File: src/rtl/sched_disp_pkg.sv
package sched_disp_pkg;

    localparam int NUM_FIFO  = 4;
    localparam int NUM_UNIT  = 2;
    localparam int TBL_DEPTH = 8;
    localparam int TIME_W    = 12;
    localparam int LEN_W     = 8;

    localparam int FIFO_W = (NUM_FIFO > 1) ? $clog2(NUM_FIFO) : 1;
    localparam int UNIT_W = (NUM_UNIT > 1) ? $clog2(NUM_UNIT) : 1;
    localparam int IDX_W  = (TBL_DEPTH > 1) ? $clog2(TBL_DEPTH) : 1;

    typedef struct packed {
        logic [FIFO_W-1:0] fifo;
        logic [UNIT_W-1:0] unit;
        logic [TIME_W-1:0] launch;
        logic [LEN_W-1:0]  len;
    } entry_t;

    typedef struct packed {
        logic              v;
        logic [FIFO_W-1:0] lane;
    } tag_t;

    typedef enum logic [1:0] {
        SEQ_IDLE = 2'd0,
        SEQ_WAIT = 2'd1,
        SEQ_RUN  = 2'd2
    } seq_st_e;

endpackage

File: src/rtl/sched_table.sv
module sched_table
    import sched_disp_pkg::*;
(
    input  logic                        clk,
    input  logic                        rst_n,
    input  logic                        wr_en,
    input  logic [IDX_W-1:0]            wr_idx,
    input  entry_t                      wr_entry,
    output entry_t [TBL_DEPTH-1:0]      tbl
);

    typedef struct packed {
        entry_t [TBL_DEPTH-1:0] e;
    } tbl_s;

    tbl_s t_d, t_q;

    always_comb begin
        t_d = t_q;
        if (wr_en) begin
            t_d.e[wr_idx] = wr_entry;
        end
    end

    always_ff @(posedge clk or negedge rst_n) begin
        if (!rst_n) t_q <= '0;
        else        t_q <= t_d;
    end

    assign tbl = t_q.e;

endmodule

File: src/rtl/sched_seq.sv
module sched_seq
    import sched_disp_pkg::*;
#(
    parameter int UNIT_ID = 0
)(
    input  logic                    clk,
    input  logic                    rst_n,
    input  logic                    start,
    input  logic [IDX_W:0]          start_count,
    input  entry_t [TBL_DEPTH-1:0]  tbl,
    input  logic [TIME_W-1:0]       now,
    input  logic [NUM_FIFO-1:0]     fifo_ready,
    input  logic [NUM_FIFO-1:0]     fifo_empty,
    output logic                    rd,
    output logic [FIFO_W-1:0]       rd_fifo,
    output logic                    overlap
);

    typedef struct packed {
        seq_st_e          st;
        logic [IDX_W-1:0] ptr;
        logic [IDX_W:0]   num;
        logic [LEN_W-1:0] rem;
        entry_t           cur;
    } seq_s;

    seq_s s_d, s_q;

    logic             go;
    logic             advance;
    logic             found;
    logic [IDX_W-1:0] nidx;
    logic [IDX_W:0]   from;
    logic [IDX_W:0]   lim;

    always_comb begin
        from = start ? '0 : ({1'b0, s_q.ptr} + 1'b1);
        lim  = start ? start_count : s_q.num;
        found = 1'b0;
        nidx  = '0;
        for (int i = 0; i < TBL_DEPTH; i++) begin
            if (!found && ((IDX_W+1)'(i) >= from) && ((IDX_W+1)'(i) < lim) &&
                (tbl[i].unit == UNIT_W'(UNIT_ID))) begin
                found = 1'b1;
                nidx  = IDX_W'(i);
            end
        end
    end

    always_comb begin
        s_d     = s_q;
        rd      = 1'b0;
        overlap = 1'b0;
        advance = 1'b0;
        go      = (s_q.st == SEQ_WAIT) && (now >= s_q.cur.launch) &&
                  fifo_ready[s_q.cur.fifo] && !fifo_empty[s_q.cur.fifo];

        if (start) begin
            s_d.num = start_count;
            advance = 1'b1;
        end else begin
            case (s_q.st)
                SEQ_WAIT: begin
                    if (go) begin
                        rd = 1'b1;
                        if (s_q.cur.len <= 1) begin
                            advance = 1'b1;
                        end else begin
                            s_d.st  = SEQ_RUN;
                            s_d.rem = s_q.cur.len - 1'b1;
                        end
                    end
                end
                SEQ_RUN: begin
                    rd      = 1'b1;
                    s_d.rem = s_q.rem - 1'b1;
                    if (s_q.rem <= 1) advance = 1'b1;
                end
                default: ;
            endcase
        end

        if (advance) begin
            if (found) begin
                if (!start && (int'(tbl[nidx].launch) <
                               int'(s_q.cur.launch) + int'(s_q.cur.len))) begin
                    overlap = 1'b1;
                end
                s_d.cur = tbl[nidx];
                s_d.ptr = nidx;
                s_d.st  = SEQ_WAIT;
            end else begin
                s_d.st  = SEQ_IDLE;
            end
        end
    end

    assign rd_fifo = s_q.cur.fifo;

    always_ff @(posedge clk or negedge rst_n) begin
        if (!rst_n) s_q <= '{st: SEQ_IDLE, default: '0};
        else        s_q <= s_d;
    end

    assert_launch_not_early_R2: assert property (
        @(posedge clk) disable iff (!rst_n)
        rd |-> (now >= s_q.cur.launch)
    );

    assert_no_interrupt_R5: assert property (
        @(posedge clk) disable iff (!rst_n)
        (s_q.st == SEQ_RUN && s_q.rem > 1 && !start) |=>
            (s_q.st == SEQ_RUN && $stable(s_q.ptr))
    );

endmodule

File: src/rtl/sched_route.sv
module sched_route
    import sched_disp_pkg::*;
#(
    parameter int DATA_W   = 16,
    parameter int UNIT_LAT = 15
)(
    input  logic                                 clk,
    input  logic                                 rst_n,
    input  logic [NUM_UNIT-1:0]                  rd,
    input  logic [NUM_UNIT-1:0][FIFO_W-1:0]      rd_fifo,
    input  logic [NUM_FIFO-1:0][DATA_W-1:0]      fifo_word,
    input  logic [NUM_UNIT-1:0][DATA_W-1:0]      unit_result,
    output logic [NUM_UNIT-1:0]                  feed_valid,
    output logic [NUM_UNIT-1:0][DATA_W-1:0]      feed_data,
    output logic [NUM_FIFO-1:0]                  out_valid,
    output logic [NUM_FIFO-1:0][DATA_W-1:0]      out_data
);

    typedef struct packed {
        logic [NUM_UNIT-1:0]                fv;
        logic [NUM_UNIT-1:0][DATA_W-1:0]    fd;
        tag_t [NUM_UNIT-1:0][UNIT_LAT:0]    tag;
        logic [NUM_FIFO-1:0]                ov;
        logic [NUM_FIFO-1:0][DATA_W-1:0]    od;
    } route_s;

    route_s r_d, r_q;

    always_comb begin
        r_d = r_q;
        for (int u = 0; u < NUM_UNIT; u++) begin
            r_d.fv[u]          = rd[u];
            r_d.fd[u]          = fifo_word[rd_fifo[u]];
            r_d.tag[u][0].v    = rd[u];
            r_d.tag[u][0].lane = rd_fifo[u];
            for (int k = 1; k <= UNIT_LAT; k++) begin
                r_d.tag[u][k] = r_q.tag[u][k-1];
            end
        end
        for (int l = 0; l < NUM_FIFO; l++) begin
            r_d.ov[l] = 1'b0;
            r_d.od[l] = '0;
            for (int u = NUM_UNIT - 1; u >= 0; u--) begin
                if (r_q.tag[u][UNIT_LAT].v && (r_q.tag[u][UNIT_LAT].lane == FIFO_W'(l))) begin
                    r_d.ov[l] = 1'b1;
                    r_d.od[l] = unit_result[u];
                end
            end
        end
    end

    always_ff @(posedge clk or negedge rst_n) begin
        if (!rst_n) r_q <= '0;
        else        r_q <= r_d;
    end

    assign feed_valid = r_q.fv;
    assign feed_data  = r_q.fd;
    assign out_valid  = r_q.ov;
    assign out_data   = r_q.od;

    assert_lane_bound_R6: assert property (
        @(posedge clk) disable iff (!rst_n)
        $countones(r_q.ov) <= NUM_UNIT
    );

endmodule

File: src/rtl/sched_dispatch.sv
module sched_dispatch
    import sched_disp_pkg::*;
#(
    parameter int DATA_W   = 16,
    parameter int UNIT_LAT = 15
)(
    input  logic                         clk,
    input  logic                         rst_n,
    input  logic                         tbl_wr,
    input  logic [IDX_W-1:0]             tbl_idx,
    input  logic [FIFO_W-1:0]            tbl_fifo,
    input  logic [UNIT_W-1:0]            tbl_unit,
    input  logic [TIME_W-1:0]            tbl_launch,
    input  logic [LEN_W-1:0]             tbl_len,
    input  logic                         sched_start,
    input  logic [IDX_W:0]               sched_count,
    input  logic [NUM_FIFO*DATA_W-1:0]   fifo_data,
    input  logic [NUM_FIFO-1:0]          fifo_ready,
    input  logic [NUM_FIFO-1:0]          fifo_empty,
    output logic [NUM_FIFO-1:0]          fifo_rd,
    output logic [NUM_UNIT-1:0]          unit_in_valid,
    output logic [NUM_UNIT*DATA_W-1:0]   unit_in_data,
    input  logic [NUM_UNIT*DATA_W-1:0]   unit_out_data,
    output logic [NUM_FIFO-1:0]          lane_valid,
    output logic [NUM_FIFO*DATA_W-1:0]   lane_data,
    output logic                         sched_err
);

    typedef struct packed {
        logic [TIME_W-1:0] t;
        logic              err;
    } top_s;

    top_s c_d, c_q;

    entry_t                          wr_entry;
    entry_t [TBL_DEPTH-1:0]          tbl;
    logic [NUM_UNIT-1:0]             rd;
    logic [NUM_UNIT-1:0][FIFO_W-1:0] rd_fifo;
    logic [NUM_UNIT-1:0]             ovl;
    logic [NUM_FIFO-1:0][DATA_W-1:0] fifo_word;
    logic [NUM_UNIT-1:0][DATA_W-1:0] unit_result;
    logic [NUM_UNIT-1:0][DATA_W-1:0] feed_data;
    logic [NUM_FIFO-1:0][DATA_W-1:0] out_data;

    assign wr_entry    = '{fifo: tbl_fifo, unit: tbl_unit, launch: tbl_launch, len: tbl_len};
    assign fifo_word   = fifo_data;
    assign unit_result = unit_out_data;
    assign unit_in_data = feed_data;
    assign lane_data   = out_data;

    sched_table u_table (
        .clk      (clk),
        .rst_n    (rst_n),
        .wr_en    (tbl_wr),
        .wr_idx   (tbl_idx),
        .wr_entry (wr_entry),
        .tbl      (tbl)
    );

    for (genvar u = 0; u < NUM_UNIT; u++) begin : g_seq
        sched_seq #(.UNIT_ID(u)) u_seq (
            .clk         (clk),
            .rst_n       (rst_n),
            .start       (sched_start),
            .start_count (sched_count),
            .tbl         (tbl),
            .now         (c_q.t),
            .fifo_ready  (fifo_ready),
            .fifo_empty  (fifo_empty),
            .rd          (rd[u]),
            .rd_fifo     (rd_fifo[u]),
            .overlap     (ovl[u])
        );
    end

    sched_route #(.DATA_W(DATA_W), .UNIT_LAT(UNIT_LAT)) u_route (
        .clk         (clk),
        .rst_n       (rst_n),
        .rd          (rd),
        .rd_fifo     (rd_fifo),
        .fifo_word   (fifo_word),
        .unit_result (unit_result),
        .feed_valid  (unit_in_valid),
        .feed_data   (feed_data),
        .out_valid   (lane_valid),
        .out_data    (out_data)
    );

    always_comb begin
        c_d = c_q;
        if (sched_start) begin
            c_d.t   = '0;
            c_d.err = 1'b0;
        end else begin
            if (c_q.t != '1) c_d.t = c_q.t + 1'b1;
            if (|ovl) c_d.err = 1'b1;
        end
    end

    always_comb begin
        fifo_rd = '0;
        for (int f = 0; f < NUM_FIFO; f++) begin
            for (int u = 0; u < NUM_UNIT; u++) begin
                if (rd[u] && (rd_fifo[u] == FIFO_W'(f))) fifo_rd[f] = 1'b1;
            end
        end
    end

    always_ff @(posedge clk or negedge rst_n) begin
        if (!rst_n) c_q <= '0;
        else        c_q <= c_d;
    end

    assign sched_err = c_q.err;

    assert_err_sticky_R8: assert property (
        @(posedge clk) disable iff (!rst_n)
        (c_q.err && !sched_start) |=> c_q.err
    );

    for (genvar f = 0; f < NUM_FIFO; f++) begin : g_chk
        assert_read_gated_R4: assert property (
            @(posedge clk) disable iff (!rst_n)
            (fifo_rd[f] && !$past(fifo_rd[f])) |-> (fifo_ready[f] && !fifo_empty[f])
        );
    end

endmodule

File: config.mk
export PLATFORM = sky130hd
export DESIGN_NAME = sched_dispatch
export DESIGN_NICKNAME = d
export VERILOG_FILES = /design/src/rtl/sched_disp_pkg.sv /design/src/rtl/sched_table.sv /design/src/rtl/sched_seq.sv /design/src/rtl/sched_route.sv /design/src/rtl/sched_dispatch.sv
export SDC_FILE = /design/constraint.sdc
export NUM_CORES = 1
export LEC_CHECK = 0
export BUFFER_PORTS_ARGS = -buffer_cell sky130_fd_sc_hd__buf_2
export CORE_MARGIN = 2
export CORE_UTILIZATION = 35
export DETAILED_ROUTE_END_ITERATION = 10
export PLACE_DENSITY_LB_ADDON = 0.1
export SLEW_MARGIN = 10
export SYNTH_ARGS = -nofsm -noshare
export SYNTH_HDL_FRONTEND = slang
export SYNTH_SLANG_ARGS = --single-unit
File: constraint.sdc
create_clock -name clk -period 3.9 [get_ports clk]
set_input_delay 0.585 -clock clk [delete_from_list [all_inputs] [get_ports clk]]
set_output_delay 0.585 -clock clk [all_outputs]
set_load 0.02 [all_outputs]
# After elaboration in Yosys (flattened, before gate mapping)
# Cells that the tools add are included.
# totals
regBits,473
in_bits,138
wordCells,438
# op_classes
addsub,9
n_lt_le_gt_ge,46
eq_ne,25
n_mux,122
bitwise,9
reduce_logical,107
# op_table
operator,count
bitwise mux 184 bit,1
two-way mux 16 bit,10
binary-select mux 23 bit (select 3 bit),2
logical AND 1 bit,71
demux 23 bit (select 3 bit),1
two-way mux 23 bit,3
binary-select mux 16 bit (select 2 bit),2
< comparator 13 x 32 -> 1 bit,2
two-way mux 1 bit,59
two-way mux 3 bit,12
>= comparator 3 x 4 -> 1 bit (first input constant),8
<= comparator 8 x 1 -> 1 bit (second input constant),4
< comparator 3 x 4 -> 1 bit (first input constant),8
two-way mux 8 bit,4
one-hot mux 8 bit (2 select lines),2
subtractor 8 x 1 -> 8 bit (second input constant),4
adder 12 x 8 -> 13 bit,2
>= comparator 12 bit,2
equality test 2 bit (second input constant),10
two-way mux 2 bit,10
zero test 1 bit,17
>= comparator 1 x 4 -> 1 bit (first input constant),4
>= comparator 2 x 4 -> 1 bit (first input constant),4
< comparator 1 x 4 -> 1 bit (first input constant),4
other kinds (22),72

# Depth between registers and ports, before layout
# Gate-level depths: netlist of run 1.
# depth
word_depth,51
depth_mapped,21

# Modules after synthesis
# A second synthesis of run 1 with hierarchy kept.
# hier_totals
cells_unflattened,2095
hier_area_um2,25553.3
# by_module_without_submodules
mod,n_inst,cells_each,area_each_um2,seq_area_each_um2
sched_route,1,531,7866.3,4904.7
sched_table,1,395,7021.7,4604.4
sched_seq at g_seq[1].u_seq,1,558,5068.6,975.9
sched_seq at g_seq[0].u_seq,1,534,4880.9,975.9
sched_dispatch,1,77,715.7,325.3

# Worst setup path after synthesis of run 1
# Ideal clock, no wire load.
# synth_timing
path_kind,input to register
startpoint,input sched_start
endpoint,register c_q (netlist bit sched_err)
setup_time_ps,70
t_arrival_ps,4087
slack_ps,-257
path_stages,20
n_path_buf,3
path_cell_list,buf_6 or3_4 o221a_2 a2bb2oi_2 nor2_2 nor3_1 buf_6 buf_6 mux2i_1 mux2i_1 mux2_2 ha_1 a21o_1 a21oi_1 nor2b_1 a2111oi_0 o221ai_1 a21oi_1 o221ai_1 nand3_1
# synth_between
elab_chain_cells,49
# synth_lines
element,line,text
from (decl),sched_dispatch.sv:15,"input logic sched_start,"
"two-way mux 4 bit, on equally long branches","sched_seq.sv:37, sched_seq.sv:38",
>= comparator 1 x 4 -> 1 bit / < comparator 1 x 4 -> 1 bit (equally long branches),sched_seq.sv:42,if (!found && ((IDX_W+1)'(i) >= from) && ((IDX_W+1)'(i) < lim) &&
logical AND 1 bit (2 in series),sched_seq.sv:42,
two-way mux 1 bit,sched_seq.sv:42,
zero test 1 bit,sched_seq.sv:42,
logical AND 1 bit (3 in series),sched_seq.sv:42,
two-way mux 1 bit,sched_seq.sv:42,
zero test 1 bit,sched_seq.sv:42,
[30 not listed],-,
two-way mux 23 bit (implied by the code),sched_seq.sv:85,if (!start && (int'(tbl[nidx].launch) <
< comparator 13 x 32 -> 1 bit,sched_seq.sv:85,
logical AND 1 bit,sched_seq.sv:85,
two-way mux 1 bit,sched_seq.sv:85,
two-way mux 1 bit,sched_seq.sv:84,if (found) begin
two-way mux 1 bit,sched_seq.sv:83,if (advance) begin
OR reduction 2 bit,sched_dispatch.sv:97,if (|ovl) c_d.err = 1'b1;
nonzero test 2 bit (no line),-,
to (signal assigned),sched_dispatch.sv:111,if (!rst_n) c_q <= '0;
to (signal assigned),sched_dispatch.sv:112,else c_q <= c_d;
to (decl),sched_dispatch.sv:34,"top_s c_d, c_q;"
# Parallel ways exist; a longest one is shown, timed or not. The select of a mux whose other input is x is not followed.
# A chain may end at the register's enable or synchronous reset.

# Worst setup path in the final report of run 1
# layout_timing
startpoint,register g_seq[1].u_seq.s_q[35] (netlist bit)
endpoint,register c_q (netlist bit sched_err)
# layout_between
elab_chain_cells,50
# layout_lines
element,line,text
from (decl),sched_seq.sv:27,"seq_s s_d, s_q;"
from (signal assigned),sched_seq.sv:101,"if (!rst_n) s_q <= '{st: SEQ_IDLE, default: '0};"
from (signal assigned),sched_seq.sv:102,else s_q <= s_d;
adder 3 x 1 -> 4 bit *,sched_seq.sv:37,"from = start ? '0 : ({1'b0, s_q.ptr} + 1'b1);"
two-way mux 4 bit *,sched_seq.sv:37,
>= comparator 1 x 4 -> 1 bit,sched_seq.sv:42,
logical AND 1 bit (2 in series),sched_seq.sv:42,
two-way mux 1 bit,sched_seq.sv:42,
zero test 1 bit,sched_seq.sv:42,
logical AND 1 bit (3 in series),sched_seq.sv:42,
two-way mux 1 bit,sched_seq.sv:42,
[31 not listed],-,
two-way mux 23 bit (implied by the code),sched_seq.sv:85,
< comparator 13 x 32 -> 1 bit,sched_seq.sv:85,
logical AND 1 bit,sched_seq.sv:85,
two-way mux 1 bit,sched_seq.sv:85,
two-way mux 1 bit *,sched_seq.sv:84,
two-way mux 1 bit *,sched_seq.sv:83,
OR reduction 2 bit *,sched_dispatch.sv:97,
nonzero test 2 bit (no line) *,-,
# Mark *: on every way between the ends. The rest lies on a longest branch, timed or not. The select of a mux whose other input is x is not followed.

==> results of run 1 <==
[metrics by stage]
step / power (mW) / instances
after floorplan: 14.2 / 2057
after global placement: 18.0 / 3218
after detailed placement: 18.1 / 3218
after CTS: 24.2 / 3321
after global routing: 25.6 / 3328
final: 24.1 / 3328
[worst max-delay path, cell delays in order (launching register included)]
cell      delay (ns)
dfrtp_2         0.42
ha_4            0.29
or4b_1          0.44
o221a_1         0.23
a22oi_2         0.20
a21boi_4        0.25
nor3_4          0.07
buf_12          0.17
mux2i_1         0.18
mux2i_1         0.09
mux2_2          0.28
ha_1            0.30
a21o_1          0.20
a21o_1          0.17
a21oi_1         0.25
o221ai_1        0.19
a21oi_1         0.16
o221ai_1        0.12
nand3_1         0.11
[registers in the layout, summed over array words and instances (netlist names)]
register,flops
c_q,12
u_route.feed_valid,2
u_route.r_q,6
sched_err,1
u_route.feed_data,32
u_table.tbl,184
u_route.out_data,64
u_route.out_valid,4
g_seq.u_seq.s_q,74
u_route.r_d,88
g_seq.u_seq.rd_fifo,4
[metal layers]
| metal | part of all wire [%] | track usage [%] |
|---|---|---|
| met1 | 46 | 27.2 |
| met2 | 48 | 33.5 |
| met3 | 3.9 | 2.63 |
| met4 | 1.8 | 4.40 |
| met5 | 0.021 | 0 |
[kinds of logic (layout without fill, tap and decap cells)]
kind of cell    Yosys count  in the layout  synth area share [%]
compound gates          361            361                  10.9
simple gates            437            437                  8.98
other cells               0              2                     0
flops                   471            471                  48.6
buf+inv                 266            604                  6.27
xor+xnor                 40             40                  1.44
fa+ha+maj                79             79                  4.14
mux                     403            403                  19.6
[cell type report]
class	instances	area, um^2
multi-input combinational	1320	11200
antenna	2	5.00
clock inverter	28	507
tap	931	1160
timing repair buffer	436	2900
sequential	471	11800
clock buffer	73	1580
inverter	67	251
fill	6460	39200
[worst min path at each step]
stage	startpoint	end	slack [ns]
3_5_place_dp	u_route.r_d[120]$_DFF_PN0_	u_route.r_d[123]$_DFF_PN0_	0.33
4_1_cts	unit_out_data[16]	u_route.out_data[32]$_DFF_PN0_	0.20
5_1_grt	unit_out_data[20]	u_route.out_data[52]$_DFF_PN0_	0.22
2_1_floorplan	rst_n	c_q[10]$_DFFE_PN0P_	0.29
3_3_place_gp	u_route.r_d[97]$_DFF_PN0_	u_route.r_d[100]$_DFF_PN0_	0.33
6_report	unit_out_data[18]	u_route.out_data[50]$_DFF_PN0_	0.24
[repair_timing]
item                       CTS  global route
setup buffers                1             5
resized for setup            6            19
gates cloned                 0             0
hold endpoints to repair    24             0
pin swaps                    2             4
setup endpoints to repair    5             6
hold buffers                 1             0
[power breakdown]
part | internal [mW] | switching, mW
Clock | 3.70 | 2.13
Sequential | 6.17 | 0.977
Combinational | 5.22 | 5.86
Total | 15.1 | 8.97
[cell usage after synthesis, types with 24 or more instances]
| cell | n |
|---|---|
| clkbuf_1 | 58 |
| nand3_1 | 57 |
| ha_1 | 77 |
| mux2_2 | 249 |
| mux4_2 | 32 |
| nor2_1 | 79 |
| xnor2_1 | 29 |
| o22ai_1 | 24 |
| a21oi_1 | 68 |
| o21ai_0 | 42 |
| dfrtp_1 | 471 |
| nand2_1 | 145 |
| buf_4 | 107 |
| a22o_1 | 71 |
| mux2i_1 | 108 |
| inv_1 | 67 |
| nor3_1 | 36 |
==> flow_summary.ini, run 1 <==
[pwr]
worst_ir_drop_vdd_uv = 439
leakage_nw = 13.5
powerDensity_nw_per_um2 = 820

[critical_path]
critical_path_arrival_ns = 4.77
critical_path.reg2reg.startpoint = g_seq[1].u_seq.s_q[35]$_DFFE_PN0P_
startpoint_type = register
timing.critical_path.required_ns = 4.44
worst_setup_path_end_kind = register
worst_setup_path_endpoint = sched_err$_DFFE_PN0P_
startpoint = g_seq[1].u_seq.s_q[35]$_DFFE_PN0P_
cp_max_fo = 33
rrSetupSlack_ns = -0.33
worstSetupPathType = reg2reg
r2r_cells = 18
worstReg2RegEnd = sched_err$_DFFE_PN0P_

[routing]
drtIter0Drc = 1095
drt-pass1-iter-count = 5
postRouteWirelength_um = 71300
count_of_unresolved_drc_violations_after_routing = 0
ant_nets = 0
vias = 17371
post_drt_via_cell_ratio = 5.22
wl_per_cell_um = 21.4

[timing]
postLayoutSetupSlackWorst_ns = -0.328
hold-worst-slack_ns = 0.244
clock_skews_ns = 0.0230
final_setup_violation_count = 1
slew-limit-headroom_pct = 39.1
timing_hold_violations_final = 0
layout_min_cycle_time_ns = 4.23
fin_setup_tns_ns = -0.328
timing.final.max_slew_violations = 0
clock.fmax_mhz = 236
timing_worst_slew_pin_value_ns = 0.914
grt_setup_unrepaired = true
post-route-period-util_pct = 108

[floorplanning]
floorplan.initialDensity_pct = 35.4
cell_rows = 96
dieWidth_um = 267
floorplan.io_pins = 245
die_height_um = 267
dieArea_um2 = 71400
floorplan.core_area_um2 = 68600

[yosys]
yosys_warnings = 0
synth_top_area_cell = dfrtp_1
synth_flop_cell = dfrtp_1
synth.cell_area_um2 = 24200
synth-seq-area-share_pct = 48.6
synth.top_cells.by_area = dfrtp_1 (49%), mux2_2 (12%), mux2i_1 (4.5%)
proportion_of_netlist_area_held_by_the_largest_area_contributor_pct = 48.6
post_synth.cell_area_avg_um2 = 11.8
yosys_register_bits = 471
synth_cell_type_count = 89
postSynthCellCount = 2057
synth-edff-count = 0
syn-num-nets = 2274
postSynth.asyncResetShare_pct = 100

[cts]
worst_skew_pair.late_latency_ns = 0.62
clock_path_buffers = 3
clk_transition_reported_paths_ns = 0.06
tritoncts = yes
tritoncts_num_sinks = 471
clock-root-buffer = clkbuf_16
htree_levels = 2
cts_inserted_buffers = 55

[finish]
flow.area_growth_from_synthesis_pct = 21.1
final_cell_mix = dfrtp_1 (469), mux2_2 (247), buf_2 (241)
layout_commonest_cell = dfrtp_1
layout.nets = 2568
post-route-util_pct = 42.8
drive_above_1_share_pct = 36.5
final_area_um2 = 29400

[hold_path]
hold_path_class = in2reg
holdPathStages = 2

[placement]
placement.setup.worst_slack_ns = -0.912
dp_hpwl_um = 49600
io_buffer_count = 244
place.gp.congestion = 0.822
dpl-instance-area_um2 = 27100

[run_status]
outcome = finished, violations left
violations_in_the_final_reports = setup timing

[global_route]
grt_first_pass_wirelength_um = 109000
first_global_vias = 17850
grt.overflow.total = 0
antenna_found_initial = 4
largest_net_degree_at_the_start_of_global_routing = 87
track_usage_pct = 19.9

[run]
max_cap_violations = 0
Note: power is estimated with default switching activity, not from simulation.
==> run 2: changes to the inputs <==
- CORE_UTILIZATION: 35 -> 40
- PLACE_DENSITY: unset -> 0.58
- PLACE_DENSITY_LB_ADDON: 0.1 -> unset
==> run 2 against run 1 <==
The flow finishes with violations (hold timing, setup timing). Largest power group unchanged. Highest routed layer unchanged. Routed wire length decreased by 8.6%. Design area decreased by 1.8%. Flip-flop and latch count unchanged. Critical endpoint unchanged. Combinational power about the same. Register-to-register slack improved by 0.09 ns.
==> flow_summary.ini, run 2 (same netlist as run 1, synthesis figures left out) <==
[global_route]
globalRouteMet3Util_pct = 3.62
antenna_found_initial = 3
largest_net_degree_at_the_start_of_global_routing = 91
grt_first_pass_wirelength_um = 103000
track_usage_pct = 20.9
gr-max-usage-layer = met2
grt.overflow.total = 0
grt.met2_usage_pct = 34.1
first_global_vias = 17791
grt.met1_usage_pct = 28.5

[finish]
drive_above_1_share_pct = 35.9
final_cell_mix = dfrtp_1 (470), mux2_2 (246), buf_2 (242)
finalNonFillerCells = 3150
layout_commonest_cell = dfrtp_1
flow.area_growth_from_synthesis_pct = 18.9
fillers = 5459
layout.nets = 2541
largest_register_ff_count = 184

[floorplanning]
floorplan.initialDensity_pct = 40.3
dieWidth_um = 250
floorplan.core_area_um2 = 60100
dieArea_um2 = 62600
die_height_um = 250
floorplan.io_pins = 245
cell_rows = 90

[cts]
tritoncts_num_sinks = 471
tritoncts = yes
clock_path_buffers = 3
clk_transition_reported_paths_ns = 0.06
htree_levels = 2
worst_skew_pair.late_latency_ns = 0.63
cts.hold.buffers_added = 0
cts_inserted_buffers = 52
clock-root-buffer = clkbuf_16

[routing]
post_drt_via_cell_ratio = 5.51
ant_nets = 0
drtIter0Drc = 1170
count_of_unresolved_drc_violations_after_routing = 0
drt-pass1-iter-count = 5
postRouteWirelength_um = 65200
wl_per_cell_um = 20.7
vias = 17341

[timing]
grt_setup_unrepaired = true
clock.fmax_mhz = 241
clock_skews_ns = 0.0675
timing_worst_slew_pin_value_ns = 1.23
fin_setup_tns_ns = -0.242
timing.final.max_slew_violations = 0
timing_hold_violations_final = 1
post-route-period-util_pct = 106
layout_min_cycle_time_ns = 4.14
slew-limit-headroom_pct = 17.5
final_setup_violation_count = 1
postLayoutSetupSlackWorst_ns = -0.242
hold-worst-slack_ns = -0.00144

[critical_path]
worstReg2RegEnd = sched_err$_DFFE_PN0P_
path_delay_family = compound AO/OA/AOI/OAI gates
r2r_cells = 19
cp_max_fo = 27
worst_setup_path_end_kind = register
timing.critical_path.required_ns = 4.46
startpoint = g_seq[1].u_seq.s_q[35]$_DFFE_PN0P_
slowest_delay_ns = 0.42
timing.critical_path.slowest_stage_cell = dfrtp_2
critical_path_arrival_ns = 4.70
critical_path.cell_chain = ha_4 > or4b_1 > o221a_1 > a22oi_2 > a21boi_4 > nor3_4 > buf_12 > mux2i_1 > mux2i_1 > mux2_2 > ha_1 > a21o_1 > a21oi_1 > nor2b_1 > a2111oi_2 > o221ai_1 > a21oi_1 > o221ai_2 > nand3_1
critPathBufInv = 1
worstSetupPathType = reg2reg
startpoint_type = register
critical_path.reg2reg.startpoint = g_seq[1].u_seq.s_q[35]$_DFFE_PN0P_
rrSetupSlack_ns = -0.24

[run_status]
outcome = finished, violations left
violations_in_the_final_reports = hold timing, setup timing

[pwr]
worst_ir_drop_vdd_uv = 375
leakage_nw = 13.3
powerDensity_nw_per_um2 = 807

[run]
max_cap_violations = 0

[placement]
post-place-cells = 3051
dp_hpwl_um = 46100
io_buffer_count = 244
place.gp.congestion = 0.860

[hold_path]
hold_path_class = in2async
## run 2: cell count changes in the layout (fill, tap and decap cells not counted), moves of 4 or more
cell / before / now
clkbuf_16: 56 / 52
bufinv_16: 13 / 8
clkinv_2: 5 / 12
buf_4: 175 / 151
## run 2: area by class of cell
class,count,area [um^2],share of cell area (%)
antenna,1,2.50,0.00868
inverter,67,251,0.872
clock buffer,71,1490,5.18
timing repair buffer,412,2710,9.40
tap,782,978,3.39
clock inverter,26,393,1.36
sequential,471,11800,40.9
multi-input combinational,1320,11200,38.9
## run 2: how the worst max path moves through the flow
| stage | endpoint | cells past startpoint |
|---|---|---|
| global route | sched_err$_DFFE_PN0P_ | 20 |
| finish | sched_err$_DFFE_PN0P_ | 19 |
| floorplan | sched_err$_DFFE_PN0P_ | 20 |
| detailed placement | sched_err$_DFFE_PN0P_ | 20 |
| CTS | sched_err$_DFFE_PN0P_ | 21 |
| global placement | sched_err$_DFFE_PN0P_ | 19 |
## run 2: through the flow
| stage | hold slack, ns | worst slack [ns] | total power [mW] | util (%) | instance area [um^2] |
|---|---|---|---|---|---|
| after global placement | 0.332 | -0.606 | 17.5 | 44.5 | 26800 |
| after floorplan | 0.289 | -0.113 | 14.2 | - | 24300 |
| final | -0.00144 | -0.242 | 23.3 | 47.9 | 28800 |
| after global routing | 0.0413 | -0.443 | 24.8 | 47.9 | 28800 |
| after CTS | 0.0219 | -0.187 | 23.4 | 47.8 | 28800 |
| after detailed placement | 0.335 | -0.681 | 17.7 | 44.5 | 26800 |
## run 2: power breakdown
group	total, mW	internal (mW)	switching (mW)
Clock	5.31	3.23	2.08
Combinational	10.8	5.15	5.68
Sequential	7.13	6.17	0.963
## run 2: timing repair
action | in CTS | in global routing
buffers inserted | 0 | 1
gates resized for setup | 19 | 12
setup endpoints to repair | 5 | 5
pin swaps | 0 | 5
gates cloned | 0 | 0
## run 2: routing by layer
| metal | share of wire (%) | up-vias |
|---|---|---|
| li1 | - | 7934 |
| met2 | 48 | 539 |
| met1 | 45 | 8752 |
| met4 | 2.4 | 4 |
| met3 | 5.3 | 112 |
| met5 | 0.040 | - |
